==> src/rtl/ofscal_pkg.sv <==
package ofscal_pkg;

   // control word 1 fields
   localparam int CW1_CALMODE = 14;
   localparam int CW1_RSEL    = 1;
   localparam int CW1_CH_LO   = 4;
   // control word 2 fields
   localparam int CW2_START   = 12;
   localparam int CW2_PS_HI   = 11;
   localparam int CW2_PS_LO   = 9;
   localparam int CW2_TRIGOFF = 5;

   localparam logic [2:0] CH_CHG = 3'd5;
   localparam logic [2:0] CH_SYS = 3'd6;

   typedef enum logic [3:0] {
      ST_IDLE, ST_MODE, ST_PRESC, ST_TRIGOFF, ST_START,
      ST_POLL_RD, ST_POLL_CHK, ST_MODE_CLR, ST_SAMP_RD, ST_SAMP_CAP,
      ST_JUDGE, ST_BACKOFF, ST_NEXT
   } ofs_state_e;

endpackage

==> src/rtl/ofscal_ticker.sv <==
module ofscal_ticker #(
   parameter int SAT = 1000,
   localparam int CNT_W = $clog2(SAT + 1)
) (
   input  logic             clk,
   input  logic             rst_n,
   input  logic             clr,
   input  logic             tick,
   output logic [CNT_W-1:0] count
);
   localparam logic [CNT_W-1:0] SAT_V = CNT_W'(SAT);

   generate
      if (SAT < 1) begin : g_bad_sat
         $error("ofscal_ticker: SAT must be at least 1");
      end
   endgenerate

   always_ff @(posedge clk) begin
      if (!rst_n)                    count <= '0;
      else if (clr)                  count <= '0;
      else if (tick && count != SAT_V) count <= count + 1'b1;
   end


   ticker_step_chk: assert property (@(posedge clk) disable iff (!rst_n)
      !clr |=> (count == $past(count)) || (count == $past(count) + 1'b1));

endmodule

==> src/rtl/ofscal_accept.sv <==
module ofscal_accept #(
   parameter int SAMPLE_W = 10,
   parameter int WIN_LO   = 494,
   parameter int WIN_HI   = 530,
   parameter int MAX_DIFF = 3,
   parameter int MIDPOINT = 512,
   localparam int OFS_W   = SAMPLE_W + 1
) (
   input  logic [SAMPLE_W-1:0]    s_first,
   input  logic [SAMPLE_W-1:0]    s_second,
   input  logic                   force_ok,
   output logic                   ok,
   output logic signed [OFS_W-1:0] ofs
);
   generate
      if (WIN_HI >= (1 << SAMPLE_W) || WIN_LO > WIN_HI) begin : g_bad_win
         $error("ofscal_accept: window does not fit the sample width");
      end
      if (MIDPOINT >= (1 << SAMPLE_W)) begin : g_bad_mid
         $error("ofscal_accept: midpoint does not fit the sample width");
      end
   endgenerate

   logic [SAMPLE_W-1:0] gap;
   logic                in_win;

   always_comb begin
      gap    = (s_first > s_second) ? (s_first - s_second) : (s_second - s_first);
      in_win = (s_second >= SAMPLE_W'(WIN_LO)) && (s_second <= SAMPLE_W'(WIN_HI));
      ok     = force_ok || (in_win && (gap <= SAMPLE_W'(MAX_DIFF)));
      ofs    = $signed(OFS_W'(MIDPOINT) - OFS_W'(s_second));
   end

endmodule

==> src/rtl/ofscal_slot.sv <==
module ofscal_slot #(
   parameter int OFS_W = 11
) (
   input  logic                   clk,
   input  logic                   rst_n,
   input  logic                   take,
   input  logic                   miss,
   input  logic signed [OFS_W-1:0] ofs_in,
   output logic signed [OFS_W-1:0] ofs_out,
   output logic                   fail_out
);
   always_ff @(posedge clk) begin
      if (!rst_n) begin
         ofs_out  <= '0;
         fail_out <= 1'b0;
      end else if (take) begin
         ofs_out  <= ofs_in;
         fail_out <= 1'b0;
      end else if (miss) begin
         fail_out <= 1'b1;
      end
   end


   slot_keep_chk: assert property (@(posedge clk) disable iff (!rst_n)
      (miss && !take) |=> (ofs_out == $past(ofs_out)) && fail_out);

endmodule

==> src/rtl/ofs_cal_ctrl.sv <==
module ofs_cal_ctrl
   import ofscal_pkg::*;
#(
   parameter int ADDR_W        = 8,
   parameter int DATA_W        = 16,
   parameter int CW1_ADDR      = 8'h00,
   parameter int CW2_ADDR      = 8'h01,
   parameter int CHG_CAL_ADDR  = 8'h02,
   parameter int SYS_CAL_ADDR  = 8'h03,
   parameter int SAMPLE_W      = 10,
   parameter int MAX_TRIES     = 5,
   parameter int WIN_LO        = 494,
   parameter int WIN_HI        = 530,
   parameter int MAX_DIFF      = 3,
   parameter int MIDPOINT      = 512,
   parameter int POLL_LIMIT_US = 3000000,
   parameter int RETRY_WAIT_US = 5000,
   localparam int OFS_W        = SAMPLE_W + 1
) (
   input  logic                    clk,
   input  logic                    rst_n,
   input  logic                    us_tick,
   input  logic                    cal_go,
   input  logic                    cal_all,
   input  logic [2:0]              cal_chan,
   input  logic                    vendor_bypass,
   output logic                    bus_wr,
   output logic                    bus_rd,
   output logic [ADDR_W-1:0]       bus_addr,
   output logic [DATA_W-1:0]       bus_wdata,
   output logic [DATA_W-1:0]       bus_wmask,
   input  logic [DATA_W-1:0]       bus_rdata,
   output logic                    busy,
   output logic                    cal_done,
   output logic                    poll_timeout,
   output logic signed [OFS_W-1:0] ofs_chg,
   output logic signed [OFS_W-1:0] ofs_sys,
   output logic                    fail_chg,
   output logic                    fail_sys
);
   localparam int TMR_SAT = (POLL_LIMIT_US > RETRY_WAIT_US) ? POLL_LIMIT_US : RETRY_WAIT_US;
   localparam int TMR_W   = $clog2(TMR_SAT + 1);
   localparam int ATT_W   = (MAX_TRIES > 1) ? $clog2(MAX_TRIES) : 1;
   localparam logic [TMR_W-1:0] POLL_LIM  = TMR_W'(POLL_LIMIT_US);
   localparam logic [TMR_W-1:0] WAIT_LIM  = TMR_W'(RETRY_WAIT_US);
   localparam logic [ATT_W-1:0] LAST_TRY  = ATT_W'(MAX_TRIES - 1);
   localparam int N_CH = 2;

   generate
      if (DATA_W < 16) begin : g_bad_data
         $error("ofs_cal_ctrl: control fields need DATA_W of at least 16");
      end
      if (MAX_TRIES < 1) begin : g_bad_tries
         $error("ofs_cal_ctrl: MAX_TRIES must be at least 1");
      end
      if (SAMPLE_W > DATA_W) begin : g_bad_sample
         $error("ofs_cal_ctrl: sample wider than the data bus");
      end
   endgenerate

   ofs_state_e          st_q;
   logic                chan_q, both_q, byp_q, second_q;
   logic [ATT_W-1:0]    att_q;
   logic [SAMPLE_W-1:0] s0_q, s1_q;
   logic                done_q, tmo_q;
   logic [TMR_W-1:0]    tmr;
   logic                tmr_clr;
   logic                acc_ok;
   logic signed [OFS_W-1:0] acc_ofs;
   logic [N_CH-1:0]     take, miss;
   logic signed [OFS_W-1:0] slot_ofs [N_CH];
   logic [N_CH-1:0]     slot_fail;
   logic [2:0]          cur_ch;
   logic                go_ok;
   logic                unused_rdata;

   assign unused_rdata = ^bus_rdata;
   assign cur_ch  = chan_q ? CH_SYS : CH_CHG;
   assign go_ok   = cal_go && (cal_all || cal_chan == CH_CHG || cal_chan == CH_SYS);
   assign tmr_clr = (st_q == ST_START) || (st_q == ST_JUDGE);

   ofscal_ticker #(.SAT(TMR_SAT)) u_ticker (
      .clk(clk), .rst_n(rst_n), .clr(tmr_clr), .tick(us_tick), .count(tmr)
   );

   ofscal_accept #(
      .SAMPLE_W(SAMPLE_W), .WIN_LO(WIN_LO), .WIN_HI(WIN_HI),
      .MAX_DIFF(MAX_DIFF), .MIDPOINT(MIDPOINT)
   ) u_accept (
      .s_first(s0_q), .s_second(s1_q),
      .force_ok(byp_q && (att_q == '0)),
      .ok(acc_ok), .ofs(acc_ofs)
   );

   always_comb begin
      take = '0;
      miss = '0;
      if (st_q == ST_JUDGE) begin
         if (acc_ok)                 take[chan_q] = 1'b1;
         else if (att_q == LAST_TRY) miss[chan_q] = 1'b1;
      end
   end

   generate
      for (genvar g = 0; g < N_CH; g++) begin : g_slot
         ofscal_slot #(.OFS_W(OFS_W)) u_slot (
            .clk(clk), .rst_n(rst_n), .take(take[g]), .miss(miss[g]),
            .ofs_in(acc_ofs), .ofs_out(slot_ofs[g]), .fail_out(slot_fail[g])
         );
      end
   endgenerate

   assign ofs_chg  = slot_ofs[0];
   assign ofs_sys  = slot_ofs[1];
   assign fail_chg = slot_fail[0];
   assign fail_sys = slot_fail[1];

   // sequencer
   always_ff @(posedge clk) begin
      if (!rst_n) begin
         st_q     <= ST_IDLE;
         chan_q   <= 1'b0;
         both_q   <= 1'b0;
         byp_q    <= 1'b0;
         second_q <= 1'b0;
         att_q    <= '0;
         s0_q     <= '0;
         s1_q     <= '0;
         done_q   <= 1'b0;
         tmo_q    <= 1'b0;
      end else begin
         done_q <= 1'b0;
         tmo_q  <= 1'b0;
         case (st_q)
            ST_IDLE: if (go_ok) begin
               both_q   <= cal_all;
               chan_q   <= !cal_all && (cal_chan == CH_SYS);
               byp_q    <= vendor_bypass;
               att_q    <= '0;
               second_q <= 1'b0;
               st_q     <= ST_MODE;
            end
            ST_MODE:    st_q <= ST_PRESC;
            ST_PRESC:   st_q <= ST_TRIGOFF;
            ST_TRIGOFF: st_q <= ST_START;
            ST_START:   st_q <= ST_POLL_RD;
            ST_POLL_RD: st_q <= ST_POLL_CHK;
            ST_POLL_CHK: begin
               if (!bus_rdata[CW2_START]) begin
                  st_q <= ST_MODE_CLR;
               end else if (tmr >= POLL_LIM) begin
                  tmo_q <= 1'b1;
                  st_q  <= ST_MODE_CLR;
               end else begin
                  st_q <= ST_POLL_RD;
               end
            end
            ST_MODE_CLR: st_q <= ST_SAMP_RD;
            ST_SAMP_RD:  st_q <= ST_SAMP_CAP;
            ST_SAMP_CAP: begin
               if (!second_q) begin
                  s0_q     <= bus_rdata[SAMPLE_W-1:0];
                  second_q <= 1'b1;
                  st_q     <= ST_MODE;
               end else begin
                  s1_q     <= bus_rdata[SAMPLE_W-1:0];
                  second_q <= 1'b0;
                  st_q     <= ST_JUDGE;
               end
            end
            ST_JUDGE: begin
               if (acc_ok || att_q == LAST_TRY) begin
                  st_q <= ST_NEXT;
               end else begin
                  att_q <= att_q + 1'b1;
                  st_q  <= ST_BACKOFF;
               end
            end
            ST_BACKOFF: if (tmr >= WAIT_LIM) st_q <= ST_MODE;
            ST_NEXT: begin
               att_q <= '0;
               if (both_q && !chan_q) begin
                  chan_q <= 1'b1;
                  st_q   <= ST_MODE;
               end else begin
                  done_q <= 1'b1;
                  st_q   <= ST_IDLE;
               end
            end
            default: st_q <= ST_IDLE;
         endcase
      end
   end

   // register port decode
   always_comb begin
      bus_wr    = 1'b0;
      bus_rd    = 1'b0;
      bus_addr  = ADDR_W'(CW1_ADDR);
      bus_wdata = '0;
      bus_wmask = '0;
      case (st_q)
         ST_MODE: begin
            bus_wr = 1'b1;
            bus_wmask[CW1_CALMODE:CW1_RSEL] = '1;
            bus_wdata[CW1_CALMODE]          = 1'b1;
            bus_wdata[CW1_RSEL]             = 1'b1;
            bus_wdata[CW1_CH_LO +: 3]       = cur_ch;
         end
         ST_PRESC: begin
            bus_wr   = 1'b1;
            bus_addr = ADDR_W'(CW2_ADDR);
            bus_wmask[CW2_PS_HI:CW2_PS_LO] = '1;
         end
         ST_TRIGOFF: begin
            bus_wr   = 1'b1;
            bus_addr = ADDR_W'(CW2_ADDR);
            bus_wmask[CW2_TRIGOFF] = 1'b1;
            bus_wdata[CW2_TRIGOFF] = 1'b1;
         end
         ST_START: begin
            bus_wr   = 1'b1;
            bus_addr = ADDR_W'(CW2_ADDR);
            bus_wmask[CW2_START] = 1'b1;
            bus_wdata[CW2_START] = 1'b1;
         end
         ST_POLL_RD: begin
            bus_rd   = 1'b1;
            bus_addr = ADDR_W'(CW2_ADDR);
         end
         ST_MODE_CLR: begin
            bus_wr = 1'b1;
            bus_wmask[CW1_CALMODE] = 1'b1;
         end
         ST_SAMP_RD: begin
            bus_rd   = 1'b1;
            bus_addr = chan_q ? ADDR_W'(SYS_CAL_ADDR) : ADDR_W'(CHG_CAL_ADDR);
         end
         default: ;
      endcase
   end

   assign busy         = (st_q != ST_IDLE);
   assign cal_done     = done_q;
   assign poll_timeout = tmo_q;


   done_pulse_chk: assert property (@(posedge clk) disable iff (!rst_n)
      cal_done |=> !cal_done);


   ignore_req_chk: assert property (@(posedge clk) disable iff (!rst_n)
      (!busy && cal_go && !cal_all && cal_chan != CH_CHG && cal_chan != CH_SYS) |=> !busy);


   start_then_poll_chk: assert property (@(posedge clk) disable iff (!rst_n)
      (bus_wr && bus_addr == ADDR_W'(CW2_ADDR) && bus_wmask[CW2_START] && bus_wdata[CW2_START])
      |=> (bus_rd && bus_addr == ADDR_W'(CW2_ADDR)));


   mode_chan_chk: assert property (@(posedge clk) disable iff (!rst_n)
      (bus_wr && bus_addr == ADDR_W'(CW1_ADDR) && bus_wdata[CW1_CALMODE])
      |-> (bus_wdata[CW1_CH_LO +: 3] == CH_CHG || bus_wdata[CW1_CH_LO +: 3] == CH_SYS));


   try_bound_chk: assert property (@(posedge clk) disable iff (!rst_n)
      att_q <= LAST_TRY);

endmodule

==> config.mk <==
export PLATFORM = sky130hd
export DESIGN_NAME = ofs_cal_ctrl
export DESIGN_NICKNAME = d
export VERILOG_FILES = /design/src/rtl/ofscal_pkg.sv /design/src/rtl/ofscal_ticker.sv /design/src/rtl/ofscal_accept.sv /design/src/rtl/ofscal_slot.sv /design/src/rtl/ofs_cal_ctrl.sv
export SDC_FILE = /design/constraint.sdc
export NUM_CORES = 1
export LEC_CHECK = 0
export ABC_AREA = 1
export BUFFER_PORTS_ARGS = -buffer_cell sky130_fd_sc_hd__buf_2
export CAP_MARGIN = 15
export CELL_PAD_IN_SITES_DETAIL_PLACEMENT = 1
export CELL_PAD_IN_SITES_GLOBAL_PLACEMENT = 1
export CORE_MARGIN = 2
export CORE_UTILIZATION = 43
export DETAILED_ROUTE_END_ITERATION = 12
export GPL_ROUTABILITY_DRIVEN = 0
export MAX_ROUTING_LAYER = met4
export PLACE_DENSITY = 0.9
export SLEW_MARGIN = 20
export SYNTH_ARGS = -nofsm -noshare
export SYNTH_HDL_FRONTEND = slang
export SYNTH_SLANG_ARGS = --single-unit
export TNS_END_PERCENT = 20
==> constraint.sdc <==
create_clock -name clk -period 4.65 [get_ports clk]
set_input_delay 0.2325 -clock clk [delete_from_list [all_inputs] [get_ports clk]]
set_output_delay 0.2325 -clock clk [all_outputs]
set_load 0.005 [all_outputs]
# Word-level counts from Yosys, hierarchy flattened
# Cells that the tools add are included.
totals:
  output_inout_bits: 69
  word_cells: 133
  reg_bits: 79
  in_bits: 25
classes:
  bitwise: 2
  n_reduce_logical: 40
  muxes: 43
  eq_ne: 20
  add_sub_neg: 5
  n_lt_le_gt_ge: 8
op_table:
  columns: ["cell", "count"]
  rows:
  - ["case mux 4 bit (13 select lines)", 1]
  - ["adder 22 x 1 -> 22 bit, second input constant", 1]
  - ["greater-or-equal comparator 22 x 13 -> 1 bit, second input constant", 1]
  - ["greater-or-equal comparator 22 bit, second input constant", 1]
  - ["!= test 22 bit, second input constant", 1]
  - ["equality test 4 bit, second input constant", 5]
  - ["subtractor 10 bit", 2]
  - ["two-way mux 1 bit", 18]
  - ["equality test 4 x 3 -> 1 bit, second input constant", 4]
  - ["two-way mux 2 bit", 8]
  - ["two-way mux 4 bit", 4]
  - ["OR reduction 2 bit", 8]
  - ["two-way mux 3 bit", 5]
  - ["AND reduction 2 bit", 6]
  - ["subtractor 10 x 10 -> 11 bit, first input constant", 1]
  - ["greater-or-equal comparator 10 x 9 -> 1 bit, second input constant", 1]
  - ["greater-than comparator 10 bit", 1]
  - ["<= comparator 10 bit, second input constant", 1]
  - ["<= comparator 10 x 2 -> 1 bit, second input constant", 1]
  - ["two-way mux 10 bit", 1]
  - ["equality test 3 bit, second input constant", 3]
  - ["case mux 3 bit (3 select lines)", 1]
  - ["AND reduction 3 bit", 3]
  - ["equality test 4 x 2 -> 1 bit, second input constant", 2]
  - ["other kinds (19)", 38]

# Logic depth before layout (Yosys ltp)
depth:
  word_depth: 8
  mapped_depth: 22
  depth_no_buf: 21

# Modules after synthesis
# Synthesis repeated with hierarchy kept, for this count alone.
unflattened:
  hier_cells: 918
  area_unflattened_um2: 5703.0
modules_own_cells:
  columns: ["module", "seq_area_each_um2", "cells_each", "area_each_um2", "n_inst"]
  rows:
  - ["ofs_cal_ctrl", 660.6, 302, 2004.4, 1]
  - ["ofscal_ticker", 440.4, 215, 1401.3, 1]
  - ["ofscal_accept", 0.0, 253, 1318.8, 1]
  - ["ofscal_slot", 240.2, 74, 489.2, 2]

# Worst setup path after synthesis
# No wires, ideal clock.
synth_timing:
  path_type: "register to register"
  startpoint: "reg s1_q[0]"
  endpoint: "reg g_slot[0].u_slot.ofs_out[4]"
  path_stages_with_launch: 22
  arrival_ns: 2.333
  n_path_buf: 1
  required_time_ns: 4.535
  slack_ns: 2.203
  setup_time_ns: 0.115
  synth_period_minus_slack_ns: 2.447
  path_cell_list: "dfxtp_1 ha_1 inv_1 fa_1 nand2_1 nand3_1 nand3_1 nand2_1 nand2_1 nand2_1 inv_1 nand2_1 nor2_1 nand2_1 nand2_1 nand2_2 nand2_4 nand3_2 buf_6 nand2_1 o21ai_1 and2_1"
synth_via:
  elab_chain_cells: 7
  word_cells_on_any_way: 13
  cone_classes: "add/sub: 3; order compare: 4; mux: 3; reduce/logical: 3"
synth_rtl:
  columns: ["element", "line_no", "source"]
  rows:
  - ["start, declared", "ofs_cal_ctrl.sv:64", "logic [SAMPLE_W-1:0] s0_q, s1_q;"]
  - ["start signal, assigned", "ofs_cal_ctrl.sv:166", "s1_q <= bus_rdata[SAMPLE_W-1:0];"]
  - ["subtractor 10 bit / greater-than comparator 10 bit (equally long branches)", "ofscal_accept.sv:28", "gap = (s_first > s_second) ? (s_first - s_second) : (s_second - s_first);"]
  - ["two-way mux 10 bit", "ofscal_accept.sv:28", null]
  - ["<= comparator 10 x 2 -> 1 bit", "ofscal_accept.sv:30", "ok = force_ok || (in_win && (gap <= SAMPLE_W'(MAX_DIFF)));"]
  - ["logical AND 1 bit", "ofscal_accept.sv:30", null]
  - ["logical OR 1 bit", "ofscal_accept.sv:30", null]
  - ["two-way mux 2 bit", "ofs_cal_ctrl.sv:99", "if (acc_ok) take[chan_q] = 1'b1;"]
  - ["two-way mux 2 bit", "ofs_cal_ctrl.sv:98", "if (st_q == ST_JUDGE) begin"]
  - ["end signal, assigned", "ofscal_slot.sv:17", "ofs_out <= ofs_in;"]
  - ["end, declared", "ofscal_slot.sv:9", "output logic signed [OFS_W-1:0] ofs_out,"]
# Several ways; a longest one is shown, not always the timed one.
# A chain may end at the register's enable or synchronous reset.

# Final worst setup path
layout_timing:
  startpoint: "reg s1_q[0]"
  endpoint: "reg g_slot[0].u_slot.ofs_out[2]"
# Same word-level chain as after synthesis.

==> impl_metrics.tcl <==
set metrics [dict create \
    final.period_utilization 0.682 \
    grt_pass1_vias 5383 \
    vdd_drop_max_mv 0.292 \
    drive_gt1_frac 0.114 \
    cts_hold_repair.buffers 0 \
    avgRoutedWirePerCell_um 15.1 \
    timing.max_slew.rel_slack 0.520 \
    max_slew.worst_pin.slew_ns 0.720 \
    synthMuxAreaShare 0 \
    layout_min_cycle_time_ns 3.17 \
    antennaDiodeCount 0 \
    root_buffer "clkbuf_16" \
    worst_path_most_repeated_cell "nand2_1" \
    drt_pre_antenna_iters 4 \
    report.final.slew_viol_count 0 \
    leakage_nw 2.80 \
    place_hpwl_um 11200 \
    critPathSlowestCell "dfxtp_1" \
    die_area_um2 13000 \
    antenna_violations_before_repair 0 \
    end_kind "register" \
    setup.worst_path.class "register to register" \
    drv_cap 0 \
    place_worst_setup_slack_ns 1.54 \
    ys.warnings.count 0 \
    grt_first_pass_wirelength_um 25300 \
    setup_tns_ns 0 \
    hold_viol_final 0 \
    setup_ws_ns 1.48 \
    fmaxAchievable_mhz 315 \
    routed-via-count 5252 \
    timing.critical_path.cells "inv_1, ha_1, inv_1, fa_1, nand2_1, nand2_1, nand3_1, nand2_1, nand2_1, nand2_1, nand3_1, nor2_1, nand3_1, nand2_1, nand2_2, nand2_4, nand3_2, nand2_1, o21ai_1, and2_1" \
    unrepaired_setup_endpoints_after_global_routing "false" \
    worstPathRequired_ns 4.89 \
    placeable_area_um2 11900 \
    final_util 0.489 \
    post-cts-setup-buffers 0 \
    setup_viol 0 \
    drc 0 \
    sw_power_w 0.000549 \
    critPathMaxFanout 21 \
    port-buffer-count 70 \
    power.total_w 0.00188 \
    pin_count_of_the_biggest_net_entering_global_routing 47 \
    synth_enable_flop_cells 0 \
    cts_htree_levels 3 \
    register_area_um2 1580 \
    crit_path_max_incr_delay_ns 0.46 \
    gr_overflow_total 0 \
    start_util 0.437 \
    synth_compound_area_frac 0.137 \
    fin_area_um2 5820 \
    number_of_rows_created_at_floorplan 40 \
    arrival_time_reported_for_the_critical_path_endpoint_ns 3.42 \
    nFillCells 1626 \
    drt_first_iter_violations 275 \
    synth_seq_area_share 0.304 \
    clock_tree.buffer_depth 2 \
    critical_path.startpoint_type "register" \
    postSynth.asyncResetShare 0 \
    cts_tree "built" \
    multiInputGateArea_um2 2890 \
    clkPwrFrac 0.415 \
    synth_xor_xnor_area_share 0.0219 \
    drt-vias-per-instance 5.20 \
    synth-seq-cells 79 \
    synth-main-ff-cell "dfxtp_1" \
    postSynthAreaPerCell_um2 6.46 \
    power_switching_share 0.293 \
    crit_buf_inv 2 \
    finish.net_count 910 \
    power_density_over_the_cells_nw_per_um2 322 \
    cts_inserted_buffers 9 \
    hold_path_class "input port to register" \
    floorplan.die.width_um 114 \
    synth_cell_types 39 \
    cts.clk_slew.worst_paths_ns 0.06 \
    post_dp_cell_area_um2 5500 \
    dominant_combinational_cell_family_by_area_after_synthesis "simple AND/OR/NAND/NOR gates" \
    num_io_pins 94 \
    post_cts.resized_instances 0 \
    synthesis_to_finish_area_growth_pct 11.8 \
    synthesized_area_fraction_occupied_by_and_or_nand_nor_cells 0.316 \
    run_status "completed" \
    cts.sink_count 79 \
    internal_power_w 0.00133 \
    groute.usage.overall 0.250 \
    routed_wl_um 15300 \
    cell_family_contributing_the_most_delay_on_the_critical_path "simple AND/OR/NAND/NOR gates" \
    post_synth_instance_area_um2 5210 \
    clk-insertion-delay-late_ns 0.35 \
    seq_power_share 0.380 \
    synth_instances 806 \
    skew_ns 0.00623 \
    pwr-share-comb 0.204 \
    synthAdderAreaFrac 0.0677 \
    die_h_um 114 \
    ant_nets 0 \
]
synthesized netlist by cell type, types with 3 or more instances:
library cell / instances / share of area
and2_1: 12 / 0.014
ha_1: 25 / 0.060
a21oi_2: 3 / 0.0050
xor2_1: 10 / 0.017
o21ai_1: 10 / 0.0096
nor4_1: 7 / 0.0084
dfxtp_1: 79 / 0.30
clkbuf_1: 12 / 0.0086
buf_6: 3 / 0.0065
nor2_1: 67 / 0.048
inv_1: 127 / 0.091
nand3_1: 52 / 0.050
buf_4: 31 / 0.045
nand4_1: 16 / 0.019
nor3_1: 17 / 0.016
a31oi_1: 3 / 0.0036
nand2_1: 194 / 0.14
o21ai_0: 47 / 0.045
a21oi_1: 62 / 0.060
xnor2_1: 3 / 0.0050
cell families after synthesis:
logic type / after synthesis
and+or+nand+nor: 376
buffers and inverters: 176
AOI/OAI and AO/OA: 134
DFF: 79
adders and majority gates: 27
xor gates and xnor gates: 13
other: 1
power groups by stage:
stage                     combinational, W  sequential, W  clock (W)
after floorplan                   0.000304       0.000723          0
after global placement            0.000369       0.000726          0
after detailed placement          0.000381       0.000728          0
after CTS                         0.000385       0.000713   0.000795
after global routing              0.000433       0.000715   0.000824
final                             0.000383       0.000713   0.000779
state kept, by name, indices dropped and copies added (netlist names):
| name | cells |
|---|---|
| second_q | 1 |
| s0_q | 10 |
| g_slot.u_slot.ofs_out | 22 |
| g_slot.u_slot.fail_out | 2 |
| st_q | 4 |
| u_ticker.count | 22 |
| att_q | 3 |
| s1_q | 10 |
| chan_q | 1 |
| cal_done | 1 |
| both_q | 1 |
| poll_timeout | 1 |
| byp_q | 1 |
through the flow:
step | hold slack [ns] | std cells
floorplan | 0.367 | 823
global placement | 0.437 | 994
detailed placement | 0.456 | 994
CTS | 0.138 | 1010
global route | 0.155 | 1010
finish | 0.143 | 1010
cell usage in the layout, fill, tap and decap left out, drive strengths merged, types with 2 or more instances in the layout:
cell,synthesis,final
conb,1,18
nand4,16,16
xor2,10,10
buf,35,71
fa,2,2
nand2,196,196
nand3,55,55
nor4,7,7
a31oi,3,3
nor3,17,17
ha,25,25
o31ai,2,2
o21a,2,2
clkinv,1,3
o21ai,57,57
clkbuf,12,11
bufinv,0,2
o21bai,2,2
xnor2,3,3
dfxtp,79,79
nor2,70,70
inv,128,128
a21oi,65,65
nor3b,2,2
and2,12,12
layer usage:
layer,vias up,part of all wire,global-route usage
met5,-,0,-
met4,0,0.022,0.0854
met3,31,0.037,0.0450
met2,104,0.51,0.440
met1,2481,0.43,0.287
li1,2636,-,-
final cells by class:
| type | instances | area share |
|---|---|---|
| clock inverter | 5 | 0.0140 |
| clock buffer | 11 | 0.0417 |
| timing repair buffer | 71 | 0.0615 |
| sequential | 79 | 0.272 |
| multi-input combinational | 568 | 0.497 |
| inverter | 129 | 0.0832 |
| tap | 147 | 0.0316 |
worst min-delay path: cells and delay by family:
kind | cells | cell delay (ns)
AND/OR/NAND/NOR | 2 | 0.11
buffers and inverters | 1 | 0.11
path summary, 6_finish.rpt:
kind                                                 from                          end  slack [ns]  depth (start not counted)
worst max-delay path                              s1_q[0]  g_slot[0].u_slot.ofs_out[2]        1.48                         20
worst max register to register                    s1_q[0]  g_slot[0].u_slot.ofs_out[2]        1.48                         20
worst min register to register  g_slot[0].u_slot.fail_out    g_slot[0].u_slot.fail_out        0.47                          2
worst min-delay path                        bus_rdata[12]                 poll_timeout        0.14                          3
No activity file was read; power rests on OpenSTA's default activity.
